**src/rtl/reg_link_pkg.sv**
```systemverilog
// Shared definitions for the serial register transport engine.
// Assumes: frame layout is address, direction bit, optional turnaround, data.
package reg_link_pkg;

    typedef enum logic [1:0] {
        LINK_IDLE  = 2'd0,
        LINK_SHIFT = 2'd1,
        LINK_GAP   = 2'd2
    } link_state_e;

    // Number of serial ticks in one frame for the given sizes and direction.
    function automatic int frame_ticks(input int addr_w, input int data_w, input logic is_read);
        return addr_w + 1 + (is_read ? 1 : 0) + data_w;
    endfunction

endpackage

```
**src/rtl/reg_link_clkgen.sv**
```systemverilog
// Serial clock generator: divides the system clock by 2*HALF_DIV while run is high.
// Produces one-cycle enables ahead of each serial edge; parks low when run is low.
// Assumes: HALF_DIV >= 1.
module reg_link_clkgen #(
    parameter int HALF_DIV = 1
) (
    input  logic clk,
    input  logic rst_n,
    input  logic run,
    output logic sclk_q,
    output logic rise_en,
    output logic fall_en
);
    localparam int DIV_W = (HALF_DIV > 1) ? $clog2(HALF_DIV) : 1;

    logic [DIV_W-1:0] div_q;
    logic             at_end;

    assign at_end  = (div_q == DIV_W'(HALF_DIV - 1));
    assign rise_en = run && at_end && !sclk_q;
    assign fall_en = run && at_end && sclk_q;

    // Half-period counter and serial clock phase.
    always_ff @(posedge clk) begin
        if (!rst_n || !run) begin
            div_q  <= '0;
            sclk_q <= 1'b0;
        end else if (at_end) begin
            div_q  <= '0;
            sclk_q <= ~sclk_q;
        end else begin
            div_q  <= div_q + 1'b1;
        end
    end

endmodule

```
**src/rtl/reg_link_shifter.sv**
```systemverilog
// Serial datapath: outgoing frame shift register and incoming data capture.
// Outgoing bits leave MSB first and advance on falling-edge enables.
// Incoming bits enter LSB side on rising-edge capture enables.
module reg_link_shifter #(
    parameter int ADDR_W = 8,
    parameter int DATA_W = 16
) (
    input  logic              clk,
    input  logic              rst_n,
    input  logic              load,
    input  logic              load_rd,
    input  logic [ADDR_W-1:0] load_addr,
    input  logic [DATA_W-1:0] load_data,
    input  logic              shift_en,
    input  logic              capture_en,
    input  logic              miso,
    output logic              mosi,
    output logic [DATA_W-1:0] rx_data
);
    localparam int TX_W = ADDR_W + 2 + DATA_W;

    logic [TX_W-1:0]   tx_q;
    logic [TX_W-1:0]   tx_init;
    logic [DATA_W-1:0] rx_q;

    // Frame image: read carries a turnaround slot, write carries data plus a pad bit.
    always_comb begin
        if (load_rd) tx_init = {load_addr, 1'b1, 1'b0, {DATA_W{1'b0}}};
        else         tx_init = {load_addr, 1'b0, load_data, 1'b0};
    end

    // Outgoing shift register.
    always_ff @(posedge clk) begin
        if (!rst_n)        tx_q <= '0;
        else if (load)     tx_q <= tx_init;
        else if (shift_en) tx_q <= {tx_q[TX_W-2:0], 1'b0};
    end

    // Incoming capture register, holds its value between reads.
    always_ff @(posedge clk) begin
        if (!rst_n)          rx_q <= '0;
        else if (capture_en) rx_q <= {rx_q[DATA_W-2:0], miso};
    end

    assign mosi    = tx_q[TX_W-1];
    assign rx_data = rx_q;

endmodule

```
**src/rtl/reg_link_ctrl.sv**
```systemverilog
// Frame sequencer: accepts a request when idle, counts serial ticks,
// steers capture to the data phase of reads, ends the frame and enforces
// one serial tick of deselect before returning to idle.
module reg_link_ctrl
    import reg_link_pkg::*;
#(
    parameter int ADDR_W = 8,
    parameter int DATA_W = 16
) (
    input  logic clk,
    input  logic rst_n,
    input  logic req_valid,
    input  logic req_read,
    input  logic rise_en,
    input  logic fall_en,
    output logic ready,
    output logic run,
    output logic active,
    output logic load,
    output logic shift_en,
    output logic capture_en,
    output logic cs_n,
    output logic done
);
    localparam int RD_TICKS   = frame_ticks(ADDR_W, DATA_W, 1'b1);
    localparam int WR_TICKS   = frame_ticks(ADDR_W, DATA_W, 1'b0);
    localparam int CNT_W      = $clog2(RD_TICKS + 1);
    localparam int DATA_START = ADDR_W + 2;

    link_state_e      state_q;
    logic [CNT_W-1:0] cnt_q;
    logic             rd_q;
    logic [CNT_W-1:0] frame_len;

    assign frame_len  = rd_q ? CNT_W'(RD_TICKS) : CNT_W'(WR_TICKS);
    assign ready      = (state_q == LINK_IDLE);
    assign run        = (state_q != LINK_IDLE);
    assign active     = (state_q == LINK_SHIFT);
    assign load       = ready && req_valid;
    assign shift_en   = active && fall_en;
    assign capture_en = active && rise_en && rd_q && (cnt_q >= CNT_W'(DATA_START));

    // Frame state, tick counter, select and completion pulse.
    always_ff @(posedge clk) begin
        if (!rst_n) begin
            state_q <= LINK_IDLE;
            cnt_q   <= '0;
            rd_q    <= 1'b0;
            cs_n    <= 1'b1;
            done    <= 1'b0;
        end else begin
            done <= 1'b0;
            unique case (state_q)
                LINK_IDLE: begin
                    if (req_valid) begin
                        state_q <= LINK_SHIFT;
                        cnt_q   <= '0;
                        rd_q    <= req_read;
                        cs_n    <= 1'b0;
                    end
                end
                LINK_SHIFT: begin
                    if (rise_en) cnt_q <= cnt_q + 1'b1;
                    if (fall_en && (cnt_q == frame_len)) begin
                        state_q <= LINK_GAP;
                        cs_n    <= 1'b1;
                        done    <= 1'b1;
                    end
                end
                LINK_GAP: begin
                    if (fall_en) state_q <= LINK_IDLE;
                end
                default: state_q <= LINK_IDLE;
            endcase
        end
    end

endmodule

```
**src/rtl/reg_link_master.sv**
```systemverilog
// Serial register transport engine top: runs one address/direction/data
// frame per accepted request over a clock, select and two data lines.
// Assumes: one request at a time; the device drives ser_miso on falling edges.
module reg_link_master #(
    parameter int ADDR_W   = 8,
    parameter int DATA_W   = 16,
    parameter int HALF_DIV = 1
) (
    input  logic              clk,
    input  logic              rst_n,
    input  logic              req_valid,
    input  logic              req_read,
    input  logic [ADDR_W-1:0] req_addr,
    input  logic [DATA_W-1:0] req_wdata,
    output logic              req_ready,
    output logic              done,
    output logic [DATA_W-1:0] rd_data,
    output logic              ser_clk,
    output logic              ser_cs_n,
    output logic              ser_mosi,
    input  logic              ser_miso
);
    logic run, active, load, shift_en, capture_en;
    logic sclk_q, rise_en, fall_en;

    reg_link_ctrl #(.ADDR_W(ADDR_W), .DATA_W(DATA_W)) i_ctrl (
        .clk        (clk),
        .rst_n      (rst_n),
        .req_valid  (req_valid),
        .req_read   (req_read),
        .rise_en    (rise_en),
        .fall_en    (fall_en),
        .ready      (req_ready),
        .run        (run),
        .active     (active),
        .load       (load),
        .shift_en   (shift_en),
        .capture_en (capture_en),
        .cs_n       (ser_cs_n),
        .done       (done)
    );

    reg_link_clkgen #(.HALF_DIV(HALF_DIV)) i_clkgen (
        .clk     (clk),
        .rst_n   (rst_n),
        .run     (run),
        .sclk_q  (sclk_q),
        .rise_en (rise_en),
        .fall_en (fall_en)
    );

    reg_link_shifter #(.ADDR_W(ADDR_W), .DATA_W(DATA_W)) i_shift (
        .clk        (clk),
        .rst_n      (rst_n),
        .load       (load),
        .load_rd    (req_read),
        .load_addr  (req_addr),
        .load_data  (req_wdata),
        .shift_en   (shift_en),
        .capture_en (capture_en),
        .miso       (ser_miso),
        .mosi       (ser_mosi),
        .rx_data    (rd_data)
    );

    // Serial clock reaches the pin only inside a frame; the gap tick stays internal.
    assign ser_clk = sclk_q && active;

endmodule

```
**config.mk**
```make
export PLATFORM = sky130hd
export DESIGN_NAME = reg_link_master
export DESIGN_NICKNAME = d
export VERILOG_FILES = /design/src/rtl/reg_link_pkg.sv /design/src/rtl/reg_link_clkgen.sv /design/src/rtl/reg_link_shifter.sv /design/src/rtl/reg_link_ctrl.sv /design/src/rtl/reg_link_master.sv
export SDC_FILE = /design/constraint.sdc
export NUM_CORES = 1
export LEC_CHECK = 0
export BUFFER_PORTS_ARGS = -buffer_cell sky130_fd_sc_hd__buf_2
export CAP_MARGIN = 20
export CORE_AREA = 3 3 69 71
export DETAILED_ROUTE_END_ITERATION = 12
export DIE_AREA = 0 0 72 74
export PLACE_DENSITY_LB_ADDON = 0.15
export REMOVE_ABC_BUFFERS = 1
export SLEW_MARGIN = 10
export SYNTH_ARGS = -nofsm -noshare
export SYNTH_HDL_FRONTEND = slang
export SYNTH_SLANG_ARGS = --single-unit
```
**constraint.sdc**
```tcl
create_clock -name clk -period 3.5 [get_ports clk]
set_input_delay 0.35 -clock clk [delete_from_list [all_inputs] [get_ports clk]]
set_output_delay 0.35 -clock clk [all_outputs]
set_load 0.01 [all_outputs]
```
* Yosys cells after proc, flatten, opt, wreduce, memory -nomap -nowiden *
Cells that the tools add are included.

storage, ports and cells
  bits in registers = 54
  bits in latches = 0
  memory bits (writable) = 0
  memory bits (read-only) = 0
  output and inout bits = 21
  word-level logic and storage cells = 60
  memories kept = 0

cells by class
  $add $sub $neg = 2
  $mul = 0
  divide/modulo/power cells = 0
  magnitude comparators = 1
  equality and inequality tests = 7
  shift operators = 0
  muxes and demuxes = 15
  bitwise logic cells = 2
  reduce and logical (&&, ||, !) cells = 24

operators by type and width
  operator                                                                             count
  26-bit 2-to-1 mux                                                                    2
  18-bit 2-to-1 mux                                                                    1
  1-bit logical AND                                                                    10
  5-bit 2-to-1 mux                                                                     2
  5-bit case mux with 2 select lines                                                   1
  3-bit AND reduction                                                                  3
  2-bit 2-to-1 mux                                                                     4
  2-bit by 1-bit inequality test with 1-bit output, second input constant              3
  2-bit case mux with 3 select lines                                                   1
  2-bit nonzero test                                                                   3
  5-bit by 1-bit adder with 5-bit output, second input constant                        1
  5-bit == test                                                                        1
  5-bit by 4-bit greater-or-equal comparator with 1-bit output, second input constant  1
  2-bit AND reduction                                                                  2
  1-bit logical NOT                                                                    3
  1-bit 2-to-1 mux                                                                     3
  2-bit by 1-bit == test with 1-bit output, second input constant                      1
  2-bit == test, second input constant                                                 1
  2-bit logical NOT                                                                    1
  2-bit inequality test, second input constant                                         1
  1-bit NOT                                                                            2
  1-bit case mux with 2 select lines                                                   1
  2-bit OR reduction                                                                   1
  1-bit adder, second input constant                                                   1
  1-bit logical OR                                                                     1

* Longest topological paths before layout *
Gate-level depths: netlist of the first run.

  depth after elaboration = 6
  gate-level depth with buffers = 7
  mapped depth without buffers = 6

* Hierarchy *
From an unflattened synthesis of the first run, not the netlist that was laid out.

second synthesis, totals
  cell total of the unflattened synthesis = 245
  area total of the unflattened synthesis = 2439.8 sq um

modules (own cells, without submodules)
  module            times used  cells each  area an instance (sq um)
  reg_link_shifter  1           178         1824.2
  reg_link_ctrl     1           59          533.0
  reg_link_clkgen   1           7           76.3
  reg_link_master   1           1           6.3

* Worst setup path after synthesis of the first run *
OpenSTA, ideal clock, no wires.

  kind = register to register
  from = reg i_ctrl.state_q[1]
  to = reg i_shift.tx_q[10]
  library setup time = 0.120 ns
  data arrival time = 1.357 ns
  data required time = 3.380 ns
  path slack = 2.023 ns
  stages on the path, launching flop included = 6
  period minus slack after synthesis = 1.477 ns
  path through = dfxtp_1 or3b_4 buf_6 buf_8 a221oi_2 nor2_1

between the ends
  cells in the longest elaborated chain, start to end = 5
  elaborated cells on any way between the ends = 9

ends and longest elaborated chain
  item                            line                    RTL
  start, declared                 reg_link_ctrl.sv:30     link_state_e state_q;
  start signal, assigned          reg_link_ctrl.sv:46     state_q <= LINK_IDLE;
  start signal, assigned          reg_link_ctrl.sv:56     state_q <= LINK_SHIFT;
  start signal, assigned          reg_link_ctrl.sv:65     state_q <= LINK_GAP;
  2-bit nonzero test              reg_link_ctrl.sv:37     assign run = (state_q != LINK_IDLE);
  1-bit logical AND (2 in a row)  reg_link_clkgen.sv:21   assign fall_en = run && at_end && sclk_q;
  1-bit logical AND               reg_link_ctrl.sv:40     assign shift_en = active && fall_en;
  2-bit nonzero test (no line)    -
  end signal, assigned            reg_link_shifter.sv:35  else if (load) tx_q <= tx_init;
  end signal, assigned            reg_link_shifter.sv:36  else if (shift_en) tx_q <= {tx_q[TX_W-2:0], 1'b0};
  end, declared                   reg_link_shifter.sv:22  logic [TX_W-1:0] tx_q;

Several ways; a longest one is shown, not always the timed one.
A chain may end at the register's enable or synchronous reset.

* Worst setup path in the final report of the first run *
  from = reg i_ctrl.state_q[1]
  to = reg i_shift.tx_q[12]

Same word-level chain as after synthesis.

==> results of run 1 <==
## sequential cells by signal, indices dropped and copies added, names as in the netlist
name / flops
i_clkgen.div_q: 1
i_clkgen.sclk_q: 1
i_ctrl.cnt_q: 5
i_ctrl.cs_n: 1
i_ctrl.done: 1
i_ctrl.rd_q: 1
i_ctrl.state_q: 2
i_shift.rx_data: 16
i_shift.tx_q: 25
## metrics by stage
stage / cell area [µm²] / cells / setup slack (ps)
floorplan: 2160 / 238 / 1330
global placement: 2480 / 341 / 1570
detailed placement: 2480 / 341 / 1520
CTS: 2570 / 349 / 1520
global route: 2570 / 349 / 1390
finish: 2570 / 349 / 1530
## cells in the mapped netlist, types with 2 or more instances
| cell | instances | area, µm² |
|---|---|---|
| a221oi_1 | 7 | 61.3 |
| xor2_1 | 3 | 26.3 |
| nand3_1 | 17 | 85.1 |
| a21boi_0 | 2 | 15.0 |
| o21ai_1 | 3 | 15.0 |
| nor2b_1 | 3 | 18.8 |
| a21oi_1 | 16 | 80.1 |
| o21ai_0 | 38 | 190 |
| inv_1 | 2 | 7.51 |
| buf_2 | 7 | 35.0 |
| a31oi_1 | 2 | 12.5 |
| nand3b_1 | 2 | 15.0 |
| nand2_1 | 37 | 139 |
| and3_1 | 2 | 12.5 |
| clkbuf_1 | 7 | 26.3 |
| dfxtp_1 | 53 | 1060 |
| nand4_1 | 2 | 12.5 |
| ha_1 | 2 | 25.0 |
| nor2_1 | 20 | 75.1 |
| a221oi_2 | 8 | 120 |
| nand2b_1 | 2 | 12.5 |
## layout make-up
class / instances / share of cell area
clock buffer: 5 / 0.0268
inverter: 2 / 0.00292
clock inverter: 3 / 0.00681
sequential: 53 / 0.413
timing repair buffer: 51 / 0.101
tap: 52 / 0.0253
multi-input combinational: 183 / 0.424
## cell families after synthesis
family / after synthesis / synth area share
simple gates: 93 / 0.199
mux: 1 / 0.00443
compound gates: 83 / 0.253
fa+ha+maj: 2 / 0.0111
xor+xnor: 3 / 0.0116
other cells: 1 / 0.00166
flops: 53 / 0.470
buf+inv: 21 / 0.0493
## placed cells by master, fill, tap and decap left out, types with 3 or more instances in the layout
| cell type | n |
|---|---|
| o21ai_1 | 3 |
| o21ai_0 | 38 |
| nor2_1 | 20 |
| buf_2 | 49 |
| nand2_1 | 37 |
| nand3_1 | 17 |
| xor2_1 | 3 |
| dfxtp_1 | 53 |
| a221oi_2 | 8 |
| clkbuf_8 | 5 |
| a221oi_1 | 7 |
| a21oi_1 | 15 |
| nor2b_1 | 3 |
## power groups by stage
| stage | clock network, mW | logic, mW | registers (mW) |
|---|---|---|---|
| global placement | 0 | 0.149 | 0.670 |
| floorplan | 0 | 0.0960 | 0.668 |
| detailed placement | 0 | 0.152 | 0.670 |
| finish | 0.338 | 0.151 | 0.657 |
| global route | 0.369 | 0.170 | 0.661 |
| CTS | 0.351 | 0.152 | 0.657 |
## per-layer routing
metal,track usage,part of all wire,vias up
li1,-,-,986
met3,0.0473,0.059,4
met4,0.0438,0.0093,0
met5,0,0,-
met1,0.210,0.47,887
met2,0.279,0.46,48
## how the worst max path moves through the flow
stage / to / slack (ps) / cells after the start
floorplan: i_shift.tx_q[1] / 1330 / 4
global placement: i_shift.tx_q[14] / 1570 / 7
detailed placement: i_shift.tx_q[12] / 1520 / 7
CTS: i_shift.tx_q[12] / 1520 / 6
global route: i_shift.tx_q[12] / 1390 / 6
finish: i_shift.tx_q[12] / 1530 / 6
## worst reg2reg max path, stage by stage, from the launching register on
cell and delay (ps):
dfxtp_1 480, nor3b_1 80, buf_4 180, a21oi_2 690
buf_4 300, a221oi_2 40, nor2_1 130
==> reports/metrics.cfg, run 1 <==
[run_status]
outcome=complete, no violations

[grt]
grt_max_degree=68
grt_antenna_before_repair=0
grt_pass1_wl_um=7130
grt_overflow=0
grt_pass1_vias=1611
grt_use_total=0.166

[power_and_ir_drop]
pwr-share-comb=0.132
switching_share=0.271
seqPwrFrac=0.574
power.total_mw=1.15
power_density_nw_per_um2=445
peakVddDrop_mv=0.310
clkPwrFrac=0.295
p_int_uw=835
switching_power_uw=310
leakagePower_nw=1.02

[job]
drv_cap=0

[setup_path]
cp.required_ps=3740
reg2reg_from=i_ctrl.state_q[1]
setup.worst_path.class=flip-flop to flip-flop
max_stage_delay_ps=690
cpLargestDelayFamily=compound AO/OA/AOI/OAI gates
worstSetupStartpoint=i_ctrl.state_q[1]
cp.arrival_ps=2210
cp_max_fo=19
cp_cell_sequence=nor3b_1 > buf_4 > a21oi_2 > buf_4 > a221oi_2 > nor2_1
slowest_stage=a21oi_2
critPathBufInv=2
crit_path_start_kind=flip-flop
r2r_end=i_shift.tx_q[12]
reg2reg_slack_ps=1530
cp_common_cell=buf_4
r2r_cells=6
cp-end-kind=flip-flop

[timing]
final-setup-viol-count=0
hold_viol=0
finalCriticalPeriod_ps=1970
setup-tns-final_ps=0
drv_slew=0
timing.hold.ws_ps=274
relSlewSlack=0.346
max_freq_mhz=507
tightest_slew_ps=981
finClkSkew_ps=3.41
rsz0062_at_grt=false
finalCritPeriodShare=0.563

[layout]
antenna_cells=0
syn_to_final_growth_pct=13.8
fillers=396
drive_gt1_frac=0.249
final-seq-area_um2=1060
nets=327
multiInputGateArea_um2=1090
utilization=0.599

[drt]
dr.pass1.iters=4
drt_iter0_markers=92
route.detailed.drc=0
wl_per_cell_um=12.6
viasPerCell=5.52
ant_nets=0
wirelength_um=4390
num_vias=1925

[clock_tree]
cts_buffer_depth=2
postCtsResizedCells=0
postCtsSetupBuffers=0
cts-root-buf=clkbuf_8
cts_tree=built
clk-insertion-delay-late_ps=300
clock-sinks=53
htreeDepth=2
ctsHoldBuffers=0
cts_buffers=5
path_clk_slew_ps=90

[floorplanning]
fp.dieH_um=74
rows=24
core-area_um2=4290
die-area_um2=5330
die_w_um=72
initial_core_util=0.526
io_pins=50

[logic_synthesis]
ys_seq_area_frac=0.470
yosysWarnings=0
ys.flop_type=dfxtp_1
avgSynthCellArea_um2=8.79
synth_edf_count=0
postSynthCellCount=257
netlist_area_um2=2260
async_reset_ff_frac=0
ys_ff_latch=53
synth.distinct_cells=43

[hold_path]
hold_end=i_shift.rx_data[0]
min_path_cells=3
hold_path_class=input port to flip-flop
hold_path_startpoint=ser_miso

[placement]
dp_hpwl_um=2890
gp_congestion=0.738
portBuffers=49

Note: power is estimated with default switching activity, not from simulation.
==> run 2: changes to the inputs <==
Settings changed: CORE_AREA 3 3 69 71 to 3 3 73 75, DIE_AREA 0 0 72 74 to 0 0 76 78.
Clock period 3.5 ns to 1.8 ns, I/O delays scaled along.
==> reports/metrics.cfg, run 2 (synthesis gave the netlist of run 1 again) <==
[layout]
instances_no_fill=376  ; +7.7%
drive_gt1_frac=0.278  ; +0.0292
layout_common_cells=dfxtp_1, buf_2, o21ai_0
largest_reg_flops=25  ; unchanged
nets=339  ; +3.7%
largest_register=i_shift.tx_q
syn_to_final_growth_pct=21.1
fillers=433  ; +9.3%
final-seq-area_um2=1060  ; unchanged
multiInputGateArea_um2=1100  ; +0.69%
layout_commonest_cell=dfxtp_1
antenna_cells=0  ; unchanged

[placement]
gp_congestion=0.748  ; +1.4%
portBuffers=49  ; unchanged
dp_slack_ps=81.6  ; -1440 ps
dp_hpwl_um=3130  ; +8.1%
placed_cells=362  ; +6.2%

[timing]
max_freq_mhz=629  ; +24%
drv_slew=0  ; unchanged
hold_viol=0  ; unchanged
finClkSkew_ps=5.10  ; +1.69 ps
relSlewSlack=0.623  ; +0.277
finalCritPeriodShare=0.883  ; +0.320
tightest_slew_ps=563  ; -417 ps
finalCriticalPeriod_ps=1590  ; -382 ps
final-setup-viol-count=0  ; unchanged
rsz0062_at_grt=false
final.setup.worst_slack_ps=210  ; -1320 ps

[clock_tree]
ctsHoldBuffers=0  ; unchanged
cts_buffer_depth=2  ; unchanged
htreeDepth=2  ; unchanged
cts_buffers=5  ; unchanged
clock-sinks=53  ; unchanged
cts-root-buf=clkbuf_8
path_clk_slew_ps=100  ; about the same
cts_tree=built
clk-insertion-delay-late_ps=300  ; about the same

[floorplanning]
die_w_um=76  ; +5.6%
rows=25  ; +4.2%
initial_core_util=0.478  ; -0.0478
io_pins=50  ; unchanged
core-area_um2=4720  ; +10%
die-area_um2=5930  ; +11%
fp.dieH_um=78  ; +5.4%

[hold_path]
hold_path_startpoint=req_addr[4]
min_path_cells=3  ; unchanged
hold_end=i_shift.tx_q[22]
hold_path_class=input port to flip-flop

[setup_path]
worstSetupStartpoint=i_ctrl.state_q[1]
reg2reg_from=i_ctrl.state_q[1]
setup.worst_path.class=flip-flop to flip-flop
reg2reg_slack_ps=210  ; -1320 ps
cp_max_fo=16  ; -3
r2r_cells=6  ; unchanged
cp.required_ps=2050  ; -1690 ps
cp.arrival_ps=1840  ; -370 ps
crit_path_start_kind=flip-flop
cp-end-kind=flip-flop
r2r_end=i_shift.tx_q[8]

[drt]
viasPerCell=5.18  ; -6.1%
route.detailed.drc=0  ; unchanged
drt_iter0_markers=106  ; +15%
dr.pass1.iters=4  ; unchanged
wirelength_um=4690  ; +7.0%
ant_nets=0  ; unchanged
wl_per_cell_um=12.5  ; -0.71%
num_vias=1948  ; +1.2%

[grt]
grt_antenna_before_repair=0  ; unchanged
grt_overflow=0  ; unchanged
grt_pass1_wl_um=8010  ; +12%
grt_max_degree=68  ; unchanged
grt_use_total=0.165  ; -0.000349
grt_pass1_vias=1776  ; +10%

[power_and_ir_drop]
leakagePower_nw=1.10  ; +7.5%
peakVddDrop_mv=0.501  ; +61%
power.total_mw=2.29  ; +100%
power_density_nw_per_um2=837  ; +88%

[job]
drv_cap=0  ; unchanged

[run_status]
outcome=complete, no violations

## run 2: what timing repair did
item                                    CTS  global route
endpoints found under the setup margin    0            24
resized for setup                         0             1
buffers inserted                          0             6
## run 2: cell type report
class,instances,area share
Tap cell,67,0.0306
Timing Repair Buffer,63,0.144
Inverter,2,0.00274
Clock inverter,3,0.00777
Multi-Input combinational cell,183,0.401
Clock buffer,5,0.0251
Sequential cell,53,0.388
## run 2: metal layers
metal	wire, µm	track usage	share of wire	vias to the layer above
met2	2120	0.269	0.45	44
met1	2290	0.210	0.49	896
li1	-	-	-	1006
met5	0	0	0	-
met4	28	0.0562	0.0060	0
met3	249	0.0487	0.053	2
## run 2: critical path, stage by stage, from the launching register on
cell and delay [ps]:
dfxtp_1 370, or3b_4 490, buf_4 180, nor2_4 110, buf_12 160, a221oi_1 80
nor2_1 140
## run 2: worst max-delay path by stage
stage                             endpoint  slack (ps)  cells after the start
after floorplan            i_shift.tx_q[1]        -370                      4
after detailed placement  i_shift.tx_q[17]          80                      4
final                      i_shift.tx_q[8]         210                      6
after global placement     i_shift.tx_q[1]        -110                      4
after global routing       i_shift.tx_q[6]          80                      4
after CTS                 i_shift.tx_q[17]          70                      4
## run 2: power by group
group          total [mW]  internal, mW  switching [mW]  leakage [nW]
registers            1.28          1.24          0.0391         0.433
logic               0.338         0.149           0.189         0.622
clock network       0.676         0.277           0.400        0.0445
## run 2: metrics by stage
step | utilization | hold slack, ps | instance area (µm²) | setup TNS [ps]
finish | 0.579 | 103 | 2740 | 0
global route | 0.579 | 87.7 | 2740 | 0
CTS | 0.566 | 92.2 | 2670 | 0
detailed placement | 0.546 | 433 | 2580 | 0
global placement | 0.543 | 430 | 2570 | -165
floorplan | - | 252 | 2160 | -6560
==> run 3: changes to the inputs <==
Settings changed: CORE_AREA 3 3 73 75 to 3 3 70 72, DIE_AREA 0 0 76 78 to 0 0 73 75, SETUP_SLACK_MARGIN set to 0.3.
Clock period 1.8 ns to 1.5 ns, I/O delays scaled along.
==> reports/metrics.cfg, run 3 (synthesis gave the netlist of run 1 again) <==
[run_status]
outcome=complete, but fails checks
violations=setup timing

[layout]
antenna_cells=0  ; unchanged
final_area_um2=3190  ; +17%
drive_gt1_frac=0.410  ; +0.132
layout_common_cells=buf_2, dfxtp_1, nand2_1
syn_to_final_growth_pct=41.2
largest_reg_flops=25  ; unchanged
nets=354  ; +4.4%
largest_register=i_shift.tx_q

[timing]
rsz0062_at_grt=true
finalCriticalPeriod_ps=1520  ; -69.5 ps
timing.hold.ws_ps=62.9  ; -39.6 ps
hold_viol=0  ; unchanged
drv_slew=0  ; unchanged
max_freq_mhz=658  ; +4.6%
final-setup-viol-count=15  ; +15
finalCritPeriodShare=1.01  ; +0.130
final.setup.worst_slack_ps=-20.6  ; -230 ps
finClkSkew_ps=10.6  ; +5.49 ps

[floorplanning]
io_pins=50  ; unchanged
core-area_um2=4350  ; -7.8%
initial_core_util=0.519  ; +0.0406
die_w_um=73  ; -3.9%
rows=24  ; -4.0%
fp.dieH_um=75  ; -3.8%
die-area_um2=5480  ; -7.6%

[clock_tree]
cts_tree=built
path_clk_slew_ps=100  ; about the same
clock-sinks=53  ; unchanged
cts-root-buf=clkbuf_8
clk-insertion-delay-late_ps=310  ; about the same
cts_buffer_depth=2  ; unchanged
htreeDepth=2  ; unchanged
cts_buffers=5  ; unchanged
ctsHoldBuffers=0  ; unchanged

[setup_path]
cp.arrival_ps=1780  ; -60 ps
crit_path_start_kind=flip-flop
slowest_stage=dfxtp_4
worstSetupStartpoint=i_ctrl.cnt_q[1]
max_stage_delay_ps=380  ; -110 ps
cp_max_fo=8  ; -8
setup.worst_path.class=flip-flop to flip-flop
reg2reg_from=i_ctrl.cnt_q[1]
cp-end-kind=flip-flop
cp.required_ps=1750  ; -300 ps
cp_common_cell=buf_6
cp_cell_sequence=buf_6 > o31a_1 > o211ai_4 > buf_6 > buf_16 > nand3_1 > o21ai_1
r2r_cells=7  ; +1

[power_and_ir_drop]
leakagePower_nw=1.29  ; +17%
seqPwrFrac=0.536  ; -0.021
power_density_nw_per_um2=902  ; +7.7%
switching_share=0.277  ; +0.00327
switching_power_uw=798  ; +27%
pwr-share-comb=0.188  ; +0.040
p_int_mw=2.08  ; +25%
peakVddDrop_mv=0.628  ; +25%
clkPwrFrac=0.276  ; -0.019

[drt]
wirelength_um=5680  ; +21%
ant_nets=0  ; unchanged
wl_per_cell_um=15.1  ; +21%
drt_iter0_markers=73  ; -31%
dr.pass1.iters=4  ; unchanged
num_vias=2098  ; +7.7%
viasPerCell=5.58  ; +7.7%
route.detailed.drc=0  ; unchanged

[placement]
portBuffers=49  ; unchanged
dpl_cell_area_um2=2640  ; +2.4%
dp_hpwl_um=3110  ; -0.56%
dp_slack_ps=-17.9  ; -99.6 ps
gp_congestion=0.800  ; +6.8%

[grt]
grt_pass1_vias=1845  ; +3.9%
grt_pass1_wl_um=8580  ; +7.2%
grt_overflow=0  ; unchanged
grt_max_degree=68  ; unchanged
grt_use_total=0.201  ; +0.0360
grt_antenna_before_repair=0  ; unchanged

[hold_path]
hold_path_startpoint=ser_miso
hold_path_class=input port to flip-flop
min_path_cells=3  ; unchanged

[job]
drv_cap=0  ; unchanged

[run 3: cell count changes in the layout (fill, tap and decap cells not counted), moves of 6 or more]
cell / delta
a221oi_1: -7
a221oi_2: +7
buf_6: +11
nand3_1: -6
nand3_2: +6
o21ai_0: -14
o21ai_1: +11
[run 3: stage by stage]
stage / utilization / cells / power [mW] / TNS (ps)
2_1_floorplan: - / 238 / 1.78 / -15210
3_3_place_gp: 0.607 / 352 / 1.97 / 0
3_5_place_dp: 0.607 / 352 / 1.98 / -158
4_1_cts: 0.679 / 369 / 2.83 / -808
5_1_grt: 0.733 / 376 / 3.02 / -1400
6_report: 0.733 / 376 / 2.88 / -150
[run 3: path summary, 6_finish.rpt]
kind                    endpoint  slack (ps)
min           i_shift.rx_data[0]          60
max reg2reg   i_shift.rx_data[5]         -20
max           i_shift.rx_data[5]         -20
min reg2reg  i_shift.rx_data[15]         460
[run 3: per-layer routing]
layer	GRT usage	vias up	wire, µm
met5	0	-	0
met1	0.252	985	2450
li1	-	1046	-
met2	0.340	58	2830
met3	0.0534	9	308
met4	0.0615	0	93
[run 3: power by group through the flow]
stage / Combinational [mW] / Clock, mW / Sequential, mW
finish: 0.540 / 0.796 / 1.54
global route: 0.592 / 0.879 / 1.55
CTS: 0.467 / 0.825 / 1.54
detailed placement: 0.411 / 0 / 1.57
global placement: 0.406 / 0 / 1.56
floorplan: 0.224 / 0 / 1.56
[run 3: what timing repair did]
action                     4_1_cts  5_1_grt
cloned                           4        4
setup endpoints to repair       53       53
hold endpoints to repair         0        0
pin swaps                        6        7
buffers inserted                 5        3
gates resized for setup         25       44
[run 3: critical path, delay by kind of cell (launching register included)]
kind                   cells  cell delay (ps)
AO/OA/AOI/OAI              3              620
flip-flops                 1              380
buffers and inverters      3              380
AND/OR/NAND/NOR            1               70
[run 3: layout make-up]
| class | count | area, µm² |
|---|---|---|
| inverter | 2 | 7.51 |
| sequential | 53 | 1070 |
| clock buffer | 6 | 72.6 |
| clock inverter | 2 | 15.0 |
| tap | 52 | 65.1 |
| fill | 343 | 1160 |
| multi-input combinational | 183 | 1260 |
| timing repair buffer | 78 | 699 |
